===== config.mk =====
export PLATFORM = sky130hd
export DESIGN_NAME = gpio_irq_port
export DESIGN_NICKNAME = d
export VERILOG_FILES = /design/src/rtl/gpio_irq_pkg.sv /design/src/rtl/gpio_sync.sv /design/src/rtl/gpio_irq_detect.sv /design/src/rtl/gpio_irq_port.sv
export SDC_FILE = /design/constraint.sdc
export NUM_CORES = 1
export LEC_CHECK = 0
export ABC_AREA = 0
export ABC_CLOCK_PERIOD_IN_PS = 9600
export BUFFER_PORTS_ARGS = -buffer_cell sky130_fd_sc_hd__buf_2
export CORE_MARGIN = 4
export CORE_UTILIZATION = 50
export CTS_CLUSTER_DIAMETER = 50
export CTS_CLUSTER_SIZE = 14
export DETAILED_ROUTE_END_ITERATION = 8
export HOLD_SLACK_MARGIN = 0.15
export PLACE_DENSITY = 0.69
export SETUP_SLACK_MARGIN = 0.3
export SLEW_MARGIN = 5
export SYNTH_ARGS = -nofsm -noshare
export SYNTH_HDL_FRONTEND = slang
export SYNTH_HIERARCHICAL = 1
export SYNTH_SLANG_ARGS = --single-unit

===== constraint.sdc =====
create_clock -name clk -period 9.6 [get_ports clk]
set_clock_uncertainty 0.15 [all_clocks]
set_input_delay 2.88 -clock clk [delete_from_list [all_inputs] [get_ports clk]]
set_output_delay 2.88 -clock clk [all_outputs]
set_load 0.05 [all_outputs]

===== src/rtl/gpio_irq_pkg.sv =====
package gpio_irq_pkg;

  // Alias decoded from the low address nibble
  typedef enum logic [1:0] {
    OP_WRITE = 2'd0,
    OP_SET   = 2'd1,
    OP_CLR   = 2'd2,
    OP_NONE  = 2'd3
  } alias_op_e;

  // Register selector; the first six index the configuration array
  typedef enum logic [3:0] {
    SEL_DOUT  = 4'd0,
    SEL_OE    = 4'd1,
    SEL_ROUTE = 4'd2,
    SEL_EN    = 4'd3,
    SEL_LEV   = 4'd4,
    SEL_POL   = 4'd5,
    SEL_STAT  = 4'd6,
    SEL_DIN   = 4'd7,
    SEL_NONE  = 4'd8
  } reg_sel_e;

  localparam int CFG_REGS = 6;

endpackage


===== src/rtl/gpio_sync.sv =====
module gpio_sync #(
  parameter int W      = 32,
  parameter int STAGES = 2
) (
  input  logic         clk,
  input  logic         rst,
  input  logic [W-1:0] d,
  output logic [W-1:0] q
);
  logic [W-1:0] stage_q [STAGES];

  generate
    for (genvar s = 0; s < STAGES; s++) begin : g_stage
      if (s == 0) begin : g_first
        always_ff @(posedge clk) begin
          if (rst) stage_q[s] <= '0;
          else     stage_q[s] <= d;
        end
      end else begin : g_next
        always_ff @(posedge clk) begin
          if (rst) stage_q[s] <= '0;
          else     stage_q[s] <= stage_q[s-1];
        end
      end
    end
  endgenerate

  assign q = stage_q[STAGES-1];
endmodule


===== src/rtl/gpio_irq_detect.sv =====
module gpio_irq_detect #(
  parameter int W = 32
) (
  input  logic         clk,
  input  logic         rst,
  input  logic [W-1:0] smp,
  input  logic [W-1:0] lev,
  input  logic [W-1:0] pol,
  input  logic [W-1:0] route,
  output logic [W-1:0] evt
);
  logic [W-1:0] prev_q;

  always_ff @(posedge clk) begin
    if (rst) prev_q <= '0;
    else     prev_q <= smp;
  end

  generate
    for (genvar i = 0; i < W; i++) begin : g_pin
      logic hit;
      always_comb begin
        case ({pol[i], lev[i]})
          2'b00:   hit = ~smp[i] &  prev_q[i];
          2'b01:   hit = ~smp[i];
          2'b10:   hit =  smp[i] & ~prev_q[i];
          default: hit =  smp[i];
        endcase
      end
      assign evt[i] = route[i] & hit;
    end
  endgenerate
endmodule


===== src/rtl/gpio_irq_port.sv =====
module gpio_irq_port
  import gpio_irq_pkg::*;
#(
  parameter int NPINS    = 32,
  parameter int AW       = 16,
  parameter int PORT_IDX = 0
) (
  input  logic             clk,
  input  logic             rst,
  input  logic [AW-1:0]    bus_addr,
  input  logic [NPINS-1:0] bus_wdata,
  input  logic             bus_wr,
  input  logic             bus_rd,
  output logic [NPINS-1:0] bus_rdata,
  input  logic [NPINS-1:0] pin_in,
  output logic [NPINS-1:0] pin_out,
  output logic [NPINS-1:0] pin_oe,
  output logic             irq
);
  localparam int            STRIDE = 16 * PORT_IDX;
  localparam logic [AW-1:0] A_DOUT  = AW'(32'h0700 + STRIDE);
  localparam logic [AW-1:0] A_DIN   = AW'(32'h0900 + STRIDE);
  localparam logic [AW-1:0] A_OE    = AW'(32'h0B00 + STRIDE);
  localparam logic [AW-1:0] A_ROUTE = AW'(32'h1000 + STRIDE);
  localparam logic [AW-1:0] A_EN    = AW'(32'h1100 + STRIDE);
  localparam logic [AW-1:0] A_LEV   = AW'(32'h1200 + STRIDE);
  localparam logic [AW-1:0] A_POL   = AW'(32'h1300 + STRIDE);
  localparam logic [AW-1:0] A_STAT  = AW'(32'h1400 + STRIDE);

  reg_sel_e         sel;
  alias_op_e        op;
  logic [AW-1:0]    page;
  logic [NPINS-1:0] cfg_q [CFG_REGS];
  logic [NPINS-1:0] status_q, status_d;
  logic [NPINS-1:0] din_s, evt;
  logic             irq_q;
  logic [NPINS-1:0] rdata_q;

  function automatic logic [NPINS-1:0] apply_op(alias_op_e o, logic [NPINS-1:0] cur,
                                                logic [NPINS-1:0] wd);
    case (o)
      OP_WRITE: return wd;
      OP_SET:   return cur | wd;
      OP_CLR:   return cur & ~wd;
      default:  return cur;
    endcase
  endfunction

  // Address decode
  assign page = {bus_addr[AW-1:4], 4'h0};

  always_comb begin
    case (page)
      A_DOUT:  sel = SEL_DOUT;
      A_DIN:   sel = SEL_DIN;
      A_OE:    sel = SEL_OE;
      A_ROUTE: sel = SEL_ROUTE;
      A_EN:    sel = SEL_EN;
      A_LEV:   sel = SEL_LEV;
      A_POL:   sel = SEL_POL;
      A_STAT:  sel = SEL_STAT;
      default: sel = SEL_NONE;
    endcase
    case (bus_addr[3:0])
      4'h0:    op = OP_WRITE;
      4'h4:    op = OP_SET;
      4'h8:    op = OP_CLR;
      default: op = OP_NONE;
    endcase
  end

  gpio_sync #(.W(NPINS), .STAGES(2)) u_sync (
    .clk (clk),
    .rst (rst),
    .d   (pin_in),
    .q   (din_s)
  );

  gpio_irq_detect #(.W(NPINS)) u_detect (
    .clk   (clk),
    .rst   (rst),
    .smp   (din_s),
    .lev   (cfg_q[SEL_LEV]),
    .pol   (cfg_q[SEL_POL]),
    .route (cfg_q[SEL_ROUTE]),
    .evt   (evt)
  );

  // Configuration registers
  generate
    for (genvar k = 0; k < CFG_REGS; k++) begin : g_cfg
      always_ff @(posedge clk) begin
        if (rst)
          cfg_q[k] <= '0;
        else if (bus_wr && (sel == reg_sel_e'(k)))
          cfg_q[k] <= apply_op(op, cfg_q[k], bus_wdata);
      end
    end
  endgenerate

  // Status latch: detected events override software writes
  always_comb begin
    status_d = status_q;
    if (bus_wr && sel == SEL_STAT)
      status_d = apply_op(op, status_q, bus_wdata);
    status_d = status_d | evt;
  end

  always_ff @(posedge clk) begin
    if (rst) begin
      status_q <= '0;
      irq_q    <= 1'b0;
    end else begin
      status_q <= status_d;
      irq_q    <= |(status_q & cfg_q[SEL_EN]);
    end
  end

  // Read port
  always_ff @(posedge clk) begin
    if (rst) begin
      rdata_q <= '0;
    end else if (bus_rd) begin
      if (op == OP_NONE)
        rdata_q <= '0;
      else begin
        case (sel)
          SEL_DOUT, SEL_OE, SEL_ROUTE, SEL_EN, SEL_LEV, SEL_POL:
                   rdata_q <= cfg_q[sel[2:0]];
          SEL_STAT: rdata_q <= status_q;
          SEL_DIN:  rdata_q <= din_s;
          default:  rdata_q <= '0;
        endcase
      end
    end
  end

  assign bus_rdata = rdata_q;
  assign pin_out   = cfg_q[SEL_DOUT];
  assign pin_oe    = cfg_q[SEL_OE];
  assign irq       = irq_q;
endmodule


# After elaboration in Yosys (flattened, before gate mapping)

Memories as Yosys holds them, arrays and structs flattened.
Index checks and enable logic that the tools add are counted.

Eq/ne operators: 84
Mux-type cells: 85
Bitwise logic cells: 185
Reduce and logical (&&, ||, !) cells: 44

Operator list:

| kind                | number |
|---|---|
| $pmux 32 s3         | 8 |
| $mux 32             | 22 |
| $and 32x32->32      | 8 |
| $or 32x32->32       | 8 |
| $and 1x1->1         | 96 |
| $pmux 1 s3          | 32 |
| $eq 2x2->1 const B  | 34 |
| $eq 2x1->1 const B  | 33 |
| $logic_not 2->1     | 33 |
| $not 1->1           | 64 |
| $eq 12x9->1 const B | 5 |
| $not 32->32         | 1 |
| $pmux 4 s8          | 1 |
| $reduce_or 32->1    | 1 |
| $eq 12x8->1 const B | 2 |
| $mux 1              | 21 |
| $eq 4x3->1 const B  | 5 |
| $eq 12x7->1 const B | 1 |
| $eq 4x2->1 const B  | 2 |
| $logic_not 4->1     | 2 |
| $or 1x1->1          | 8 |
| $logic_and 1x1->1   | 7 |
| $pmux 2 s3          | 1 |
| $reduce_or 6->1     | 1 |
| other kinds (2)     | 2 |

Flip-flop bits (word level): 97
RAM bits: 256
Input bits: 84
Logic and storage cells: 404
Memories kept: 2

Memories:

| memory         | depth | width | rd ports | clocked after Yosys merged registers in | write ports | RTL line            | RTL |
|---|---|---|---|---|---|---|---|
| cfg_q          | 6     | 32    | 7        | 0                                       | 6           | gpio_irq_port.sv:33 | `logic [NPINS-1:0] cfg_q [CFG_REGS];` |
| u_sync.stage_q | 2     | 32    | 2        | 0                                       | 2           | gpio_sync.sv:10     | `logic [W-1:0] stage_q [STAGES];` |

# Logic depth before layout (Yosys ltp)

Depth after elaboration: 8
Mapped depth: 11
Mapped depth without buffers: 9

# Modules after synthesis

Netlist, hierarchy kept.

By module, submodules not included:

| module          | times used | cells each | area each (sq um) | sequential area each (sq um) |
|---|---|---|---|---|
| gpio_irq_port   | 1          | 1427       | 14118.5           | 7066.8 |
| gpio_sync       | 1          | 135        | 1918.1            | 1281.2 |
| gpio_irq_detect | 1          | 227        | 1744.2            | 640.6 |

# Least setup slack after synthesis

Ideal clock, no wire load.

Path kind: in2reg
Start: input port bus_addr[2]
End: memory cfg_q[0][0], enable pin
Setup time: 0.388 ns
Data arrival time: 5.043 ns
Data required time: 9.062 ns
Setup slack: 4.019 ns
Stages on the path: 9
Path buffers: 1
Cell sequence: nor3_1 nand2_1 inv_1 ha_1 clkbuf_1 nor2_1 a21bo_2 nor3_1 a21o_1

RTL lines:

| element            | RTL line            | RTL |
|---|---|---|
| start: declaration | gpio_irq_port.sv:10 | `input logic [AW-1:0] bus_addr,` |
| end: declaration   | gpio_irq_port.sv:33 |  |

==> impl_metrics.yaml <==
floorplan:
  rows: 68
  initial_core_util_pct: 51.1
  core_area_um2: 34800
  fp.dieH_um: 197
  io_pins: 181
  fp.dieW_um: 197
  die-area_um2: 38600
yosys:
  synth-edff-count: 192
  yosysSeqAreaShare_pct: 50.6
  postSynth.asyncResetShare_pct: 0
  synth_seq_cells: 353
  synthFlopType: "edfxtp_1"
  netlist_area_um2: 17800
  ys_types: 62
  synthCells: 1789
  avgSynthCellArea_um2: 9.94
  yosysWarnings: 6
  synth_fp_nets: 1876
final_layout:
  nNetsFinal: 1963
  area_growth_pct: 12.0
  final-seq-area_um2: 8990
  drive_gt1_share_pct: 21.5
  fill_cells: 3085
  final_cell_mix: "289 x a21oi_1, 228 x nor3_1, 192 x edfxtp_1, 179 x buf_2, 161 x dfxtp_1"
  multi_input_area_um2: 7880
  layout_commonest_cell: "a21oi_1"
cts:
  ctsResizeCount: 0
  clockBufferDepth: 3
  post_cts_buffers: 0
  cts_tree: "yes"
  clock_latency_ns: 0.55
  numCtsBuffers: 36
  path_clk_slew_ns: 0.06
  root_buffer: "clkbuf_16"
  holdBufCountCts: 0
  htreeDepth: 2
  cts_sinks: 353
run:
  drv_cap: 0
placed_design:
  hpwlAfterDp_um: 36800
  io_buffer_count: 180
  gp_congestion: 0.853
grt:
  grt_max_degree: 122
  gr-usage-all-layers_pct: 30.5
  grt_pass1_wl_um: 91700
  grt_pass1_vias: 14900
  antenna_found_initial: 5
  grt_overflow: 0
timing:
  maxSlewViolCount: 0
  worstMarginPinSlew_ns: 1.32
  fin_crit_sh_pct: 65.3
  final.min_clock_period_ns: 6.27
  rsz0062_at_grt: "false"
  hold_viol_final: 0
  fmax_ghz: 0.160
  max-slew-margin-rel_pct: 11.4
  hold_slack_ns: 0.284
  finalSetupViolCount: 0
  setup_tns_ns: 0
worst_setup_path:
  rrSetupSlack_ns: 7.76
  rr_worst_depth: 5
  r2r-end: "irq"
  arrival_ns: 6.35
  required_ns: 9.69
  crit_path_end_kind: "register"
  reg2reg_from: "cfg_q[3][20]"
  start_kind: "input port"
  crit_type: "in2reg"
  worstPathMaxFanout: 121
route:
  dr.pass1.iters: 6
  avgViaCountPerCell: 6.60
  drt-initial-drc-count: 1904
  ant_nets: 0
  post_drt_wl_per_cell_um: 25.9
  vias: 15600
  routed_wl_um: 61300
  drc: 0
power:
  finalPower_mw: 3.46
  vdd_drop_max_uv: 179
  leakage_nw: 7.35
  p_per_area_nw_per_um2: 174
min_path:
  holdCritPathClass: "reg2reg"
  hp-start: "u_sync/stage_q[0][7]"
  whs_endpoint: "u_sync/stage_q[1][7]"
  whs_path_depth: 1
status:
  status: "complete, no violations"
[kinds of logic after synthesis]
kind of cell               Yosys count  share of synthesized area (%)
AOI/OAI and AO/OA                  611                           21.4
xor gates and xnor gates             2                         0.0985
and+or+nand+nor                    561                           18.5
muxes                               64                           3.83
adders and majority gates            3                          0.211
buffers and inverters              195                           5.40
DFF                                353                           50.6
[flip-flops by register name, summed over array words and instances, names as in the netlist]
signal / flops
irq: 1
u_detect/prev_q: 32
status_q: 32
u_sync/stage_q: 64
cfg_q: 192
bus_rdata: 32
[metal layers]
layer	vias to the layer above	track usage, %	wire length, µm
met2	1087	46.9	27200
met4	4	12.7	2450
met3	179	7.61	7770
met5	-	1.36	84
li1	6856	-	-
met1	7480	41.4	23800
[cell usage after synthesis, types with 33 or more instances]
cell type	number	share of area [%]
nor3_1	228	6.4
a22o_1	36	1.8
dfxtp_1	161	18
a211oi_1	33	1.4
a21oi_1	290	8.2
nor2b_1	39	1.4
o21ai_0	34	0.96
nand2b_1	36	1.3
nor2b_2	60	3.0
nor2_1	69	1.5
a21o_1	35	1.5
nand3_1	34	0.96
edfxtp_1	192	32
clkbuf_1	70	1.5
a22oi_1	40	1.7
buf_2	65	1.8
o21ai_1	33	0.93
nand2_1	35	0.74
inv_1	36	0.76
[worst max path at each step]
stage                startpoint           end  cells after the start
global placement    bus_addr[2]   cfg_q[0][6]                     10
detailed placement  bus_addr[2]   cfg_q[0][8]                     10
finish              bus_addr[2]  cfg_q[4][20]                      9
floorplan           bus_addr[2]   cfg_q[0][0]                      9
CTS                 bus_addr[2]  cfg_q[0][23]                     10
global route        bus_addr[2]   cfg_q[4][8]                      9
[worst max-delay path, cell delays in order]
cell     delay (ns)
buf_2          0.12
nor3_1         0.30
nand2_1        0.15
ha_1           0.39
inv_6          0.64
nand2_1        0.66
buf_4          0.42
a21oi_1        0.49
nor3_1         0.14
[area by class of cell]
type,instances,share of cell area (%)
antenna,4,0.0502
clock buffer,54,5.60
clock inverter,12,0.534
inverter,36,0.703
multi-input combinational,1241,39.5
sequential,353,45.1
tap,455,2.86
timing repair buffer,208,5.61
[stage by stage]
step	setup WS [ns]	std cells	instance area, µm²	util, %
2_1_floorplan	4.02	1789	17800	-
3_3_place_gp	3.02	2293	18700	53.7
3_5_place_dp	2.96	2293	18700	53.7
4_1_cts	3.50	2359	19900	57.2
5_1_grt	3.15	2363	19900	57.3
6_report	3.33	2363	19900	57.3
[power breakdown]
part | switching (mW) | total (mW) | internal, mW
registers | 0.0452 | 1.68 | 1.64
logic | 0.223 | 0.317 | 0.0932
clock network | 0.618 | 1.46 | 0.841
No activity file was read; power rests on OpenSTA's default activity.
